### src/rtl/stat_pkg.sv
package stat_pkg;

    // Register port address map
    typedef enum logic [1:0] {
        ADDR_COND   = 2'd0,
        ADDR_EVENT  = 2'd1,
        ADDR_ENABLE = 2'd2,
        ADDR_SBYTE  = 2'd3
    } stat_addr_e;

    localparam int unsigned COND_W_DEF  = 16;
    localparam int unsigned SB_W_DEF    = 8;
    localparam int unsigned SUM_POS_DEF = 7;

endpackage

### src/rtl/stat_event_bank.sv
module stat_event_bank #(
    parameter int unsigned W = 16
) (
    input  logic         clk_i,
    input  logic         rst_ni,
    input  logic [W-1:0] cond_i,
    input  logic         clr_i,
    input  logic         en_we_i,
    input  logic [W-1:0] en_wdata_i,
    output logic [W-1:0] evt_o,
    output logic [W-1:0] en_o,
    output logic         hit_o
);

    typedef struct packed {
        logic [W-1:0] evt;
        logic [W-1:0] en;
    } bank_t;

    bank_t        st_d, st_q;
    logic [W-1:0] evt_nx;

    // Per-bit sticky cell: a read clears, but a live condition wins
    for (genvar g = 0; g < W; g++) begin : g_cell
        assign evt_nx[g] = (st_q.evt[g] & ~clr_i) | cond_i[g];
    end

    always_comb begin
        st_d     = st_q;
        st_d.evt = evt_nx;
        if (en_we_i) begin
            st_d.en = en_wdata_i;
        end
    end

    always_ff @(posedge clk_i or negedge rst_ni) begin
        if (!rst_ni) begin
            st_q <= '0;
        end else begin
            st_q <= st_d;
        end
    end

    assign evt_o = st_q.evt;
    assign en_o  = st_q.en;
    assign hit_o = |(st_q.evt & st_q.en);

endmodule

### src/rtl/stat_sbyte.sv
module stat_sbyte #(
    parameter int unsigned SB_W    = 8,
    parameter int unsigned SUM_POS = 7
) (
    input  logic            clk_i,
    input  logic            rst_ni,
    input  logic            summary_i,
    input  logic [SB_W-1:0] other_i,
    input  logic            sre_we_i,
    input  logic [SB_W-1:0] sre_wdata_i,
    output logic [SB_W-1:0] stb_o,
    output logic [SB_W-1:0] sre_o,
    output logic            srq_o
);

    typedef struct packed {
        logic [SB_W-1:0] stb;
        logic [SB_W-1:0] sre;
    } sbyte_t;

    sbyte_t st_d, st_q;

    always_comb begin
        st_d              = st_q;
        st_d.stb          = other_i;
        st_d.stb[SUM_POS] = summary_i;
        if (sre_we_i) begin
            st_d.sre = sre_wdata_i;
        end
    end

    always_ff @(posedge clk_i or negedge rst_ni) begin
        if (!rst_ni) begin
            st_q <= '0;
        end else begin
            st_q <= st_d;
        end
    end

    assign stb_o = st_q.stb;
    assign sre_o = st_q.sre;
    assign srq_o = |(st_q.stb & st_q.sre);

endmodule

### src/rtl/stat_regport.sv
module stat_regport
    import stat_pkg::*;
#(
    parameter int unsigned DW   = 16,
    parameter int unsigned SB_W = 8
) (
    input  logic            clk_i,
    input  logic            rst_ni,
    input  logic            rd_en_i,
    input  logic            wr_en_i,
    input  logic [1:0]      addr_i,
    input  logic [DW-1:0]   cond_i,
    input  logic [DW-1:0]   evt_i,
    input  logic [DW-1:0]   en_i,
    input  logic [SB_W-1:0] stb_i,
    input  logic [SB_W-1:0] sre_i,
    output logic [DW-1:0]   rdata_o,
    output logic            rdata_valid_o,
    output logic            evt_clr_o,
    output logic            en_we_o,
    output logic            sre_we_o
);

    typedef struct packed {
        logic [DW-1:0] rdata;
        logic          valid;
    } port_t;

    port_t         st_d, st_q;
    logic [DW-1:0] sb_word;

    always_comb begin
        sb_word                = '0;
        sb_word[2*SB_W-1:0]    = {sre_i, stb_i};
    end

    // Address 0 and 1 have no write decode: writes there are dropped
    assign evt_clr_o = rd_en_i && (addr_i == ADDR_EVENT);
    assign en_we_o   = wr_en_i && (addr_i == ADDR_ENABLE);
    assign sre_we_o  = wr_en_i && (addr_i == ADDR_SBYTE);

    always_comb begin
        st_d       = st_q;
        st_d.valid = rd_en_i;
        if (rd_en_i) begin
            unique case (stat_addr_e'(addr_i))
                ADDR_COND:   st_d.rdata = cond_i;
                ADDR_EVENT:  st_d.rdata = evt_i;
                ADDR_ENABLE: st_d.rdata = en_i;
                ADDR_SBYTE:  st_d.rdata = sb_word;
                default:     st_d.rdata = '0;
            endcase
        end
    end

    always_ff @(posedge clk_i or negedge rst_ni) begin
        if (!rst_ni) begin
            st_q <= '0;
        end else begin
            st_q <= st_d;
        end
    end

    assign rdata_o       = st_q.rdata;
    assign rdata_valid_o = st_q.valid;

endmodule

### src/rtl/stat_group_top.sv
module stat_group_top
    import stat_pkg::*;
#(
    parameter int unsigned COND_W  = COND_W_DEF,
    parameter int unsigned SB_W    = SB_W_DEF,
    parameter int unsigned SUM_POS = SUM_POS_DEF
) (
    input  logic              clk_i,
    input  logic              rst_ni,
    input  logic [COND_W-1:0] cond_i,
    input  logic [SB_W-1:0]   sb_other_i,
    input  logic              rd_en_i,
    input  logic              wr_en_i,
    input  logic [1:0]        addr_i,
    input  logic [COND_W-1:0] wdata_i,
    output logic [COND_W-1:0] rdata_o,
    output logic              rdata_valid_o,
    output logic              srq_o
);

    localparam int unsigned SRE_LSB = SB_W;

    logic [COND_W-1:0] evt_w, en_w;
    logic [SB_W-1:0]   stb_w, sre_w;
    logic              hit_w, evt_clr_w, en_we_w, sre_we_w;

    stat_event_bank #(.W(COND_W)) u_bank (
        .clk_i      (clk_i),
        .rst_ni     (rst_ni),
        .cond_i     (cond_i),
        .clr_i      (evt_clr_w),
        .en_we_i    (en_we_w),
        .en_wdata_i (wdata_i),
        .evt_o      (evt_w),
        .en_o       (en_w),
        .hit_o      (hit_w)
    );

    stat_sbyte #(.SB_W(SB_W), .SUM_POS(SUM_POS)) u_sbyte (
        .clk_i       (clk_i),
        .rst_ni      (rst_ni),
        .summary_i   (hit_w),
        .other_i     (sb_other_i),
        .sre_we_i    (sre_we_w),
        .sre_wdata_i (wdata_i[SRE_LSB +: SB_W]),
        .stb_o       (stb_w),
        .sre_o       (sre_w),
        .srq_o       (srq_o)
    );

    stat_regport #(.DW(COND_W), .SB_W(SB_W)) u_port (
        .clk_i         (clk_i),
        .rst_ni        (rst_ni),
        .rd_en_i       (rd_en_i),
        .wr_en_i       (wr_en_i),
        .addr_i        (addr_i),
        .cond_i        (cond_i),
        .evt_i         (evt_w),
        .en_i          (en_w),
        .stb_i         (stb_w),
        .sre_i         (sre_w),
        .rdata_o       (rdata_o),
        .rdata_valid_o (rdata_valid_o),
        .evt_clr_o     (evt_clr_w),
        .en_we_o       (en_we_w),
        .sre_we_o      (sre_we_w)
    );

endmodule

### config.mk
export PLATFORM = sky130hd
export DESIGN_NAME = stat_group_top
export DESIGN_NICKNAME = d
export VERILOG_FILES = /design/src/rtl/stat_pkg.sv /design/src/rtl/stat_event_bank.sv /design/src/rtl/stat_sbyte.sv /design/src/rtl/stat_regport.sv /design/src/rtl/stat_group_top.sv
export SDC_FILE = /design/constraint.sdc
export NUM_CORES = 1
export LEC_CHECK = 0
export ABC_AREA = 1
export BUFFER_PORTS_ARGS = -buffer_cell sky130_fd_sc_hd__buf_2
export CAP_MARGIN = 20
export CORE_UTILIZATION = 30
export CTS_CLUSTER_SIZE = 8
export DETAILED_ROUTE_END_ITERATION = 8
export PLACE_DENSITY = 0.59
export SKIP_LAST_GASP = 1
export SYNTH_ARGS = -nofsm -noshare
export SYNTH_HDL_FRONTEND = slang
export SYNTH_SLANG_ARGS = --single-unit
### constraint.sdc
create_clock -name clk_i -period 1.68 [get_ports clk_i]
set_input_delay 0.168 -clock clk_i [delete_from_list [all_inputs] [get_ports clk_i]]
set_output_delay 0.168 -clock clk_i [all_outputs]
set_load 0.005 [all_outputs]
Yosys cells after proc, flatten, opt, wreduce, memory -nomap -nowiden

Index checks and enable logic that the tools add are counted.

Bitwise gates (word level): 35
Multiplexer cells: 1
Reduce and logical (&&, ||, !) cells: 6
Eq/ne operators: 3

Operators by type and width:

| kind                                                 | count |
|---|---|
| case mux 16 bit (4 select lines)                     | 1 |
| AND 1 bit                                            | 16 |
| AND 16 bit                                           | 1 |
| OR 1 bit                                             | 16 |
| OR reduction 16 bit                                  | 1 |
| AND 8 bit                                            | 1 |
| OR reduction 8 bit                                   | 1 |
| equality test 2 bit (second input constant)          | 2 |
| logical AND 1 bit                                    | 3 |
| equality test 2 x 1 -> 1 bit (second input constant) | 1 |
| zero test 2 bit                                      | 1 |
| NOT 1 bit                                            | 1 |

Output and inout port bits: 18
Input bits: 46
Word-level logic and storage cells: 51
Register bits after elaboration: 65

Depth between registers and ports, before layout

Gate-level depths: netlist of run 1.

Word-level depth: 5
Depth in mapped cells: 8
Mapped depth without buffers: 7

By module

A second synthesis of run 1 with hierarchy kept.

Cells, all modules: 360
Area, all modules: 3240.6 µm²

By module, submodules not included:

| module          | times used | seq. area each (µm²) | area each (µm²) | cells each |
|---|---|---|---|---|
| stat_event_bank | 1          | 800.8                | 1372.6          | 119 |
| stat_regport    | 1          | 425.4                | 1300.0          | 185 |
| stat_sbyte      | 1          | 400.4                | 568.0           | 56 |

Least setup slack after synthesis of run 1

OpenSTA, ideal clock, no wires.

Path type: input -> register
From: in addr_i[0]
To: reg u_port.st_q, in the netlist u_port.rdata_o[7]
Arrival: 0.894 ns
Setup slack: 0.669 ns
Data required time: 1.563 ns
Path buffers: 2
Stages: 6
Setup time: 0.117 ns
Cell sequence: buf_2 -> buf_1 -> o21bai_1 -> nand3_1 -> nand2_1 -> nand2_1

Cells in the longest elaborated chain, start to end: 2
Elaborated cells on any way between the ends: 5
Those cells by class: eq/ne: 3; mux: 1; reduce/logical: 1

Ends and longest elaborated chain:

| what                                        | line                 | RTL |
|---|---|---|
| start, declared                             | stat_group_top.sv:14 | `input logic [1:0] addr_i,` |
| equality test 2 bit (tied with other cells) | stat_regport.sv:46   | `unique case (stat_addr_e'(addr_i))` |
| case mux 16 bit (4 select lines) (*)        | stat_regport.sv:46   |  |
| end signal, assigned                        | stat_regport.sv:60   | `st_q <= st_d;` |
| end, declared                               | stat_regport.sv:29   | `port_t st_d, st_q;` |

Mark *: on every way between the ends. The rest lies on a longest branch, timed or not.
A chain may end at the register's enable or synchronous reset.

Worst setup path in the final report of run 1

From: reg u_sbyte.st_q, in the netlist u_sbyte.sre_o[0]
To: out srq_o

Cells in the longest elaborated chain, start to end: 2

Ends and longest elaborated chain:

| what                   | line                 | RTL |
|---|---|---|
| start, declared        | stat_sbyte.sv:21     | `sbyte_t st_d, st_q;` |
| start signal, assigned | stat_sbyte.sv:36     | `st_q <= st_d;` |
| AND 8 bit              | stat_sbyte.sv:42     | `assign srq_o = \|(st_q.stb & st_q.sre);` |
| OR reduction 8 bit     | stat_sbyte.sv:42     |  |
| end, declared          | stat_group_top.sv:18 | `output logic srq_o` |

Every way passes these cells.

==> results of run 1 <==
-- metrics by stage --
step                      util [%]  setup WS, ps  power, mW  area (um^2)
after global routing          38.8          74.6       3.98         3770
after CTS                     38.8           140       3.79         3770
after global placement        35.9           331       2.45         3490
after detailed placement      35.9           314       2.47         3490
final                         38.8           164       3.75         3770
after floorplan                  -           669       2.19         2990
-- cells in the mapped netlist, drive strengths merged (4+ instances only) --
cell type / n
nand2: 125
nor2: 4
o21bai: 15
buf: 8
o21ai: 39
nand4: 4
nand3: 31
a21oi: 17
inv: 56
clkbuf: 8
dfrtp: 65
-- power by group through the flow --
stage | clock network [mW] | registers (mW) | logic (mW)
floorplan | 0 | 1.86 | 0.331
global placement | 0 | 1.89 | 0.558
detailed placement | 0 | 1.89 | 0.572
CTS | 1.33 | 1.87 | 0.591
global route | 1.41 | 1.89 | 0.673
finish | 1.30 | 1.87 | 0.580
-- cell type report --
type / instances / area [um^2] / share of cell area (%)
clock buffer: 13 / 149 / 3.95
tap: 133 / 166 / 4.41
timing repair buffer: 81 / 500 / 13.3
sequential: 65 / 1630 / 43.1
inverter: 56 / 210 / 5.57
multi-input combinational: 237 / 1080 / 28.6
clock inverter: 3 / 40.0 / 1.06
-- sequential cells by signal (all words and copies together), names as in the netlist --
signal and cells:
u_bank.en_o 16, u_bank.evt_o 16, u_port.rdata_o 16, u_port.rdata_valid_o 1, u_sbyte.sre_o 8, u_sbyte.stb_o 8
-- placed cells by master, fill, tap and decap left out --
master         Yosys  layout
clkbuf_1           8       3
inv_2              2       2
nor3_2             1       1
o21bai_1          15      15
nand3_1           31      31
or2_2              1       1
nor2_2             1       1
nand4_1            4       4
buf_2              5      62
bufinv_16          0       1
nand2_2            1       1
a21oi_1           17      17
o21ai_0           35      35
dfrtp_1           65      65
nor2_1             3       3
clkbuf_8           0      10
o21ai_1            4       4
dlygate4sd3_1      0       9
inv_1             54      54
clkinv_2           0       2
buf_4              1       8
nand2_1          124     124
buf_12             0       2
-- logic make-up (layout without fill, tap and decap cells) --
family                 Yosys count  after routing  synth area share, %
and+or+nand+nor                166            166                 22.9
DFF                             65             65                 54.3
AOI/OAI and AO/OA               71             71                 13.1
buffers and inverters           72            153                 9.62
-- metal layers --
metal / routed length (um) / part of all wire (%) / vias to the layer above / global-route usage [%]
met5: 0 / 0 / - / 0
met4: 87 / 1.2 / 0 / 5.93
met3: 290 / 3.9 / 6 / 3.49
met2: 3100 / 42 / 57 / 22.4
met1: 3940 / 53 / 1205 / 22.6
li1: - / - / 1326 / -
-- worst max-delay path, stage by stage (launching register included) --
cell and delay, ps:
dfrtp_1 410, nand2_1 70, nand4_1 80, or2_2 310, buf_2 130
-- how the worst max path moves through the flow --
stage,slack [ps],end,startpoint
after floorplan,670,u_port.rdata_o[7],addr_i[0]
after global placement,330,u_port.rdata_o[14],addr_i[0]
after detailed placement,310,u_port.rdata_o[14],addr_i[0]
after CTS,140,srq_o,u_sbyte.sre_o[1]
after global routing,70,srq_o,u_sbyte.sre_o[1]
final,160,srq_o,u_sbyte.sre_o[0]
==> impl_metrics.ini, run 1 <==
[floorplanning]
pin_count = 64
die_x_um = 102
dieArea_mm2 = 0.0104
rows = 36
initial_utilization_pct = 30.8
die_y_um = 102
coreArea_mm2 = 0.00973

[drt]
vias = 2594
first_pass_iters = 4
ant_nets = 0
drt_iter0_drc = 135
drc = 0
wl_um = 7420
wl_per_cell_um = 12.6
vias_per_cell = 4.41

[synth]
synth_area_leaders = dfrtp_1 54%, nand2_1 16%, inv_1 6.8%
yosysSeqAreaShare_pct = 54.3
async_reset_ff_share_pct = 100
post_synth.cell_area_avg_um2 = 8.00
synth_top_area_share_pct = 54.3
synth_nets = 420
synth_edf_count = 0
synth_seq_cells = 65
synth_warnings = 0
synth_area_mm2 = 0.00299
yosysTopAreaCell = dfrtp_1
yosysUniqueCellTypes = 20
synth_top_flop_cell = dfrtp_1
netlist_instances = 374

[sta]
timing.setup.tns_ps = 0
rsz0062_at_grt = no
slew_violations = 0
fin_crit_ps = 1520
maxSlewHeadroom_pct = 52.0
fin_skew_ps = 12.0
post-route-period-util_pct = 90.2
tightestPinTransition_ps = 719
finalSetupViolations = 0
fmax_ghz = 0.660
hold_violations = 0
holdWs_ps = 29.5

[grt]
grt_pass1_wl_um = 11900
grt.overflow.total = 0
grt_pass1_vias = 2316
antenna_found_initial = 0
track_usage_pct = 15.5
grt_max_degree = 33

[power]
pwr-share-clk_pct = 34.7
p_int_mw = 2.72
ir_worst_vdd_mv = 0.280
p_per_area_mw_per_mm2 = 993
p_sw_share_pct = 27.5
leakage_nw = 2.06
p_sw_mw = 1.03
pwr-share-seq_pct = 49.8
p_comb_share_pct = 15.5

[final_layout]
drive_above_1_share_pct = 20.0
nets = 496
final.fill_count = 1033
syn2layout_area_growth_pct = 26.0
finalNonFillerCells = 588
antenna_cells = 0

[setup_path]
arrival_ps = 1350
worst_setup_path_end_kind = output port
crit_fanout = 3
reg2reg_depth = 4
worstPathRequired_ps = 1510
critPathLaunchType = flip-flop
setup.worst_path.class = flip-flop to output port
r2r_slack_ps = 780
regToRegEndpoint = u_port.rdata_o[15]
r2r-start = u_bank.evt_o[15]

[clock_tree]
hold_buffers = 9
numCtsBuffers = 9
clkLatencyLatePin_ps = 350
post_cts_resized = 0
path_clk_slew_ps = 70
cts-htree-levels = 3
cts_setup_buffers = 0
cts_sinks = 65
cts_tree = done
cts_buffer_depth = 2
cts-root-buf = clkbuf_8

[placement]
place_congestion = 0.805
dp.cells = 563
io_buffers = 62
dp_hpwl_um = 5450

[hold_path]
hold_start = cond_i[1]
holdPathEnd = u_bank.evt_o[1]
hold_depth = 3
hp-class = input port to flip-flop

[outcome]
status = complete, no violations

[job]
drv_cap = 0
No activity file was read; power rests on OpenSTA's default activity.
==> inputs of run 2 (changes only) <==
--- a/config.mk
+++ b/config.mk
@@ -11,6 +11,7 @@
 export CORE_UTILIZATION = 30
 export CTS_CLUSTER_SIZE = 8
 export DETAILED_ROUTE_END_ITERATION = 8
+export GPL_TIMING_DRIVEN = 0
 export PLACE_DENSITY = 0.59
 export SKIP_LAST_GASP = 1
 export SYNTH_ARGS = -nofsm -noshare
==> run 2 against run 1 <==
  * Fmax down 0.85%
  * Register-to-register slack barely moved
  * Total power fell by 2.6%
  * Clock power down 8%
  * Largest cell class unchanged
==> impl_metrics.ini, run 2 (same netlist as run 1, synthesis figures left out) <==
[outcome]
status = complete, no violations

[drt]
vias = 2659
wl_um = 8000
wl_per_cell_um = 13.5
drc = 0
vias_per_cell = 4.48
drt_iter0_drc = 177
ant_nets = 0
first_pass_iters = 5

[placement]
io_buffers = 62
place_congestion = 0.875
dp_hpwl_um = 5900

[hold_path]
holdPathEnd = u_bank.evt_o[6]
hp-class = input port to flip-flop
hold_depth = 3
hold_start = cond_i[6]

[sta]
hold_violations = 0
rsz0062_at_grt = no
slew_violations = 0
holdWs_ps = 32.3
maxSlewHeadroom_pct = 45.0
fmax_ghz = 0.654
fin_crit_ps = 1530
fin_skew_ps = 6.76
finalSetupViolations = 0
post-route-period-util_pct = 91.0
tightestPinTransition_ps = 825
timing.setup.tns_ps = 0

[clock_tree]
cts_setup_buffers = 0
path_clk_slew_ps = 70
clkLatencyLatePin_ps = 350
cts_sinks = 65
cts-htree-levels = 3
numCtsBuffers = 9
cts_buffer_depth = 2
cts_tree = done
cts-root-buf = clkbuf_8

[final_layout]
final.fill_count = 1057
final_cell_mix = 124 x nand2_1, 66 x buf_2, 65 x dfrtp_1
syn2layout_area_growth_pct = 24.8
post-route-util_pct = 38.4
drive_above_1_share_pct = 19.3
layout_commonest_cell = nand2_1
antenna_cells = 0
nets = 502

[power]
p_per_area_mw_per_mm2 = 976
pwr-share-clk_pct = 32.8
pwr-share-seq_pct = 51.3
total_power_mw = 3.65
p_comb_share_pct = 15.9
ir_worst_vdd_mv = 0.377
leakage_nw = 2.04
p_sw_share_pct = 28.9
p_int_mw = 2.59
p_sw_mw = 1.05

[grt]
track_usage_pct = 16.6
antenna_found_initial = 0
grt_pass1_wl_um = 12800
grt_pass1_vias = 2518
grt.overflow.total = 0
grt_max_degree = 66

[setup_path]
arrival_ps = 1360
critPathLaunchType = flip-flop
r2r-start = u_bank.evt_o[1]
worstPathRequired_ps = 1510
worst_setup_path_end_kind = output port
setup.worst_path.class = flip-flop to output port
regToRegEndpoint = u_port.rdata_o[1]
r2r_slack_ps = 770
reg2reg_depth = 4
crit_fanout = 3

[floorplanning]
pin_count = 64
rows = 36
coreArea_mm2 = 0.00973
dieArea_mm2 = 0.0104
initial_utilization_pct = 30.8
die_y_um = 102
die_x_um = 102

[job]
drv_cap = 0
## run 2: timing repair
item	in CTS	in global routing
endpoints found under the hold margin	73	0
hold buffers	9	0
gates resized for setup	0	0
## run 2: layout make-up
type,instances,area (um^2),share of cell area (%)
flip-flops and latches,65,1630,43.5
inverters,56,210,5.63
well taps,133,166,4.45
repair buffers,71,403,10.8
plain buffers,16,77.6,2.08
clock inverters,3,15.0,0.402
multi-input cells,237,1080,28.9
clock buffers,13,159,4.25
## run 2: routing by layer
layer  track usage (%)  wire length, um
met1              23.6             3960
met2              24.6             3390
met3              3.76              487
met4              6.37              160
met5                 0                0
## run 2: worst max path at each step
stage,from,end,slack [ps],cells after the start
3_3_place_gp,addr_i[0],u_bank.evt_o[10],90,5
2_1_floorplan,addr_i[0],u_port.rdata_o[7],670,6
3_5_place_dp,addr_i[0],u_bank.evt_o[10],90,5
4_1_cts,u_sbyte.sre_o[5],srq_o,150,4
5_1_grt,u_sbyte.sre_o[3],srq_o,90,4
6_report,u_sbyte.sre_o[5],srq_o,150,4
## run 2: critical path, cell delays in order (launching register included)
cell,delay (ps)
dfrtp_1,430
nand2_1,80
nand4_1,60
or2_2,310
buf_2,130
## run 2: metrics by stage
| stage | cell area (um^2) | setup WS (ps) | std cells |
|---|---|---|---|
| floorplan | 2990 | 669 | 374 |
| global placement | 3470 | 90.2 | 569 |
| detailed placement | 3470 | 89.6 | 569 |
| CTS | 3740 | 151 | 594 |
| global route | 3740 | 90.4 | 594 |
| finish | 3740 | 152 | 594 |
## run 2: power groups by stage
stage | clock [mW] | sequential, mW | combinational [mW]
floorplan | 0 | 1.86 | 0.331
global placement | 0 | 1.90 | 0.553
detailed placement | 0 | 1.90 | 0.569
CTS | 1.22 | 1.87 | 0.589
global route | 1.30 | 1.89 | 0.675
finish | 1.19 | 1.87 | 0.580
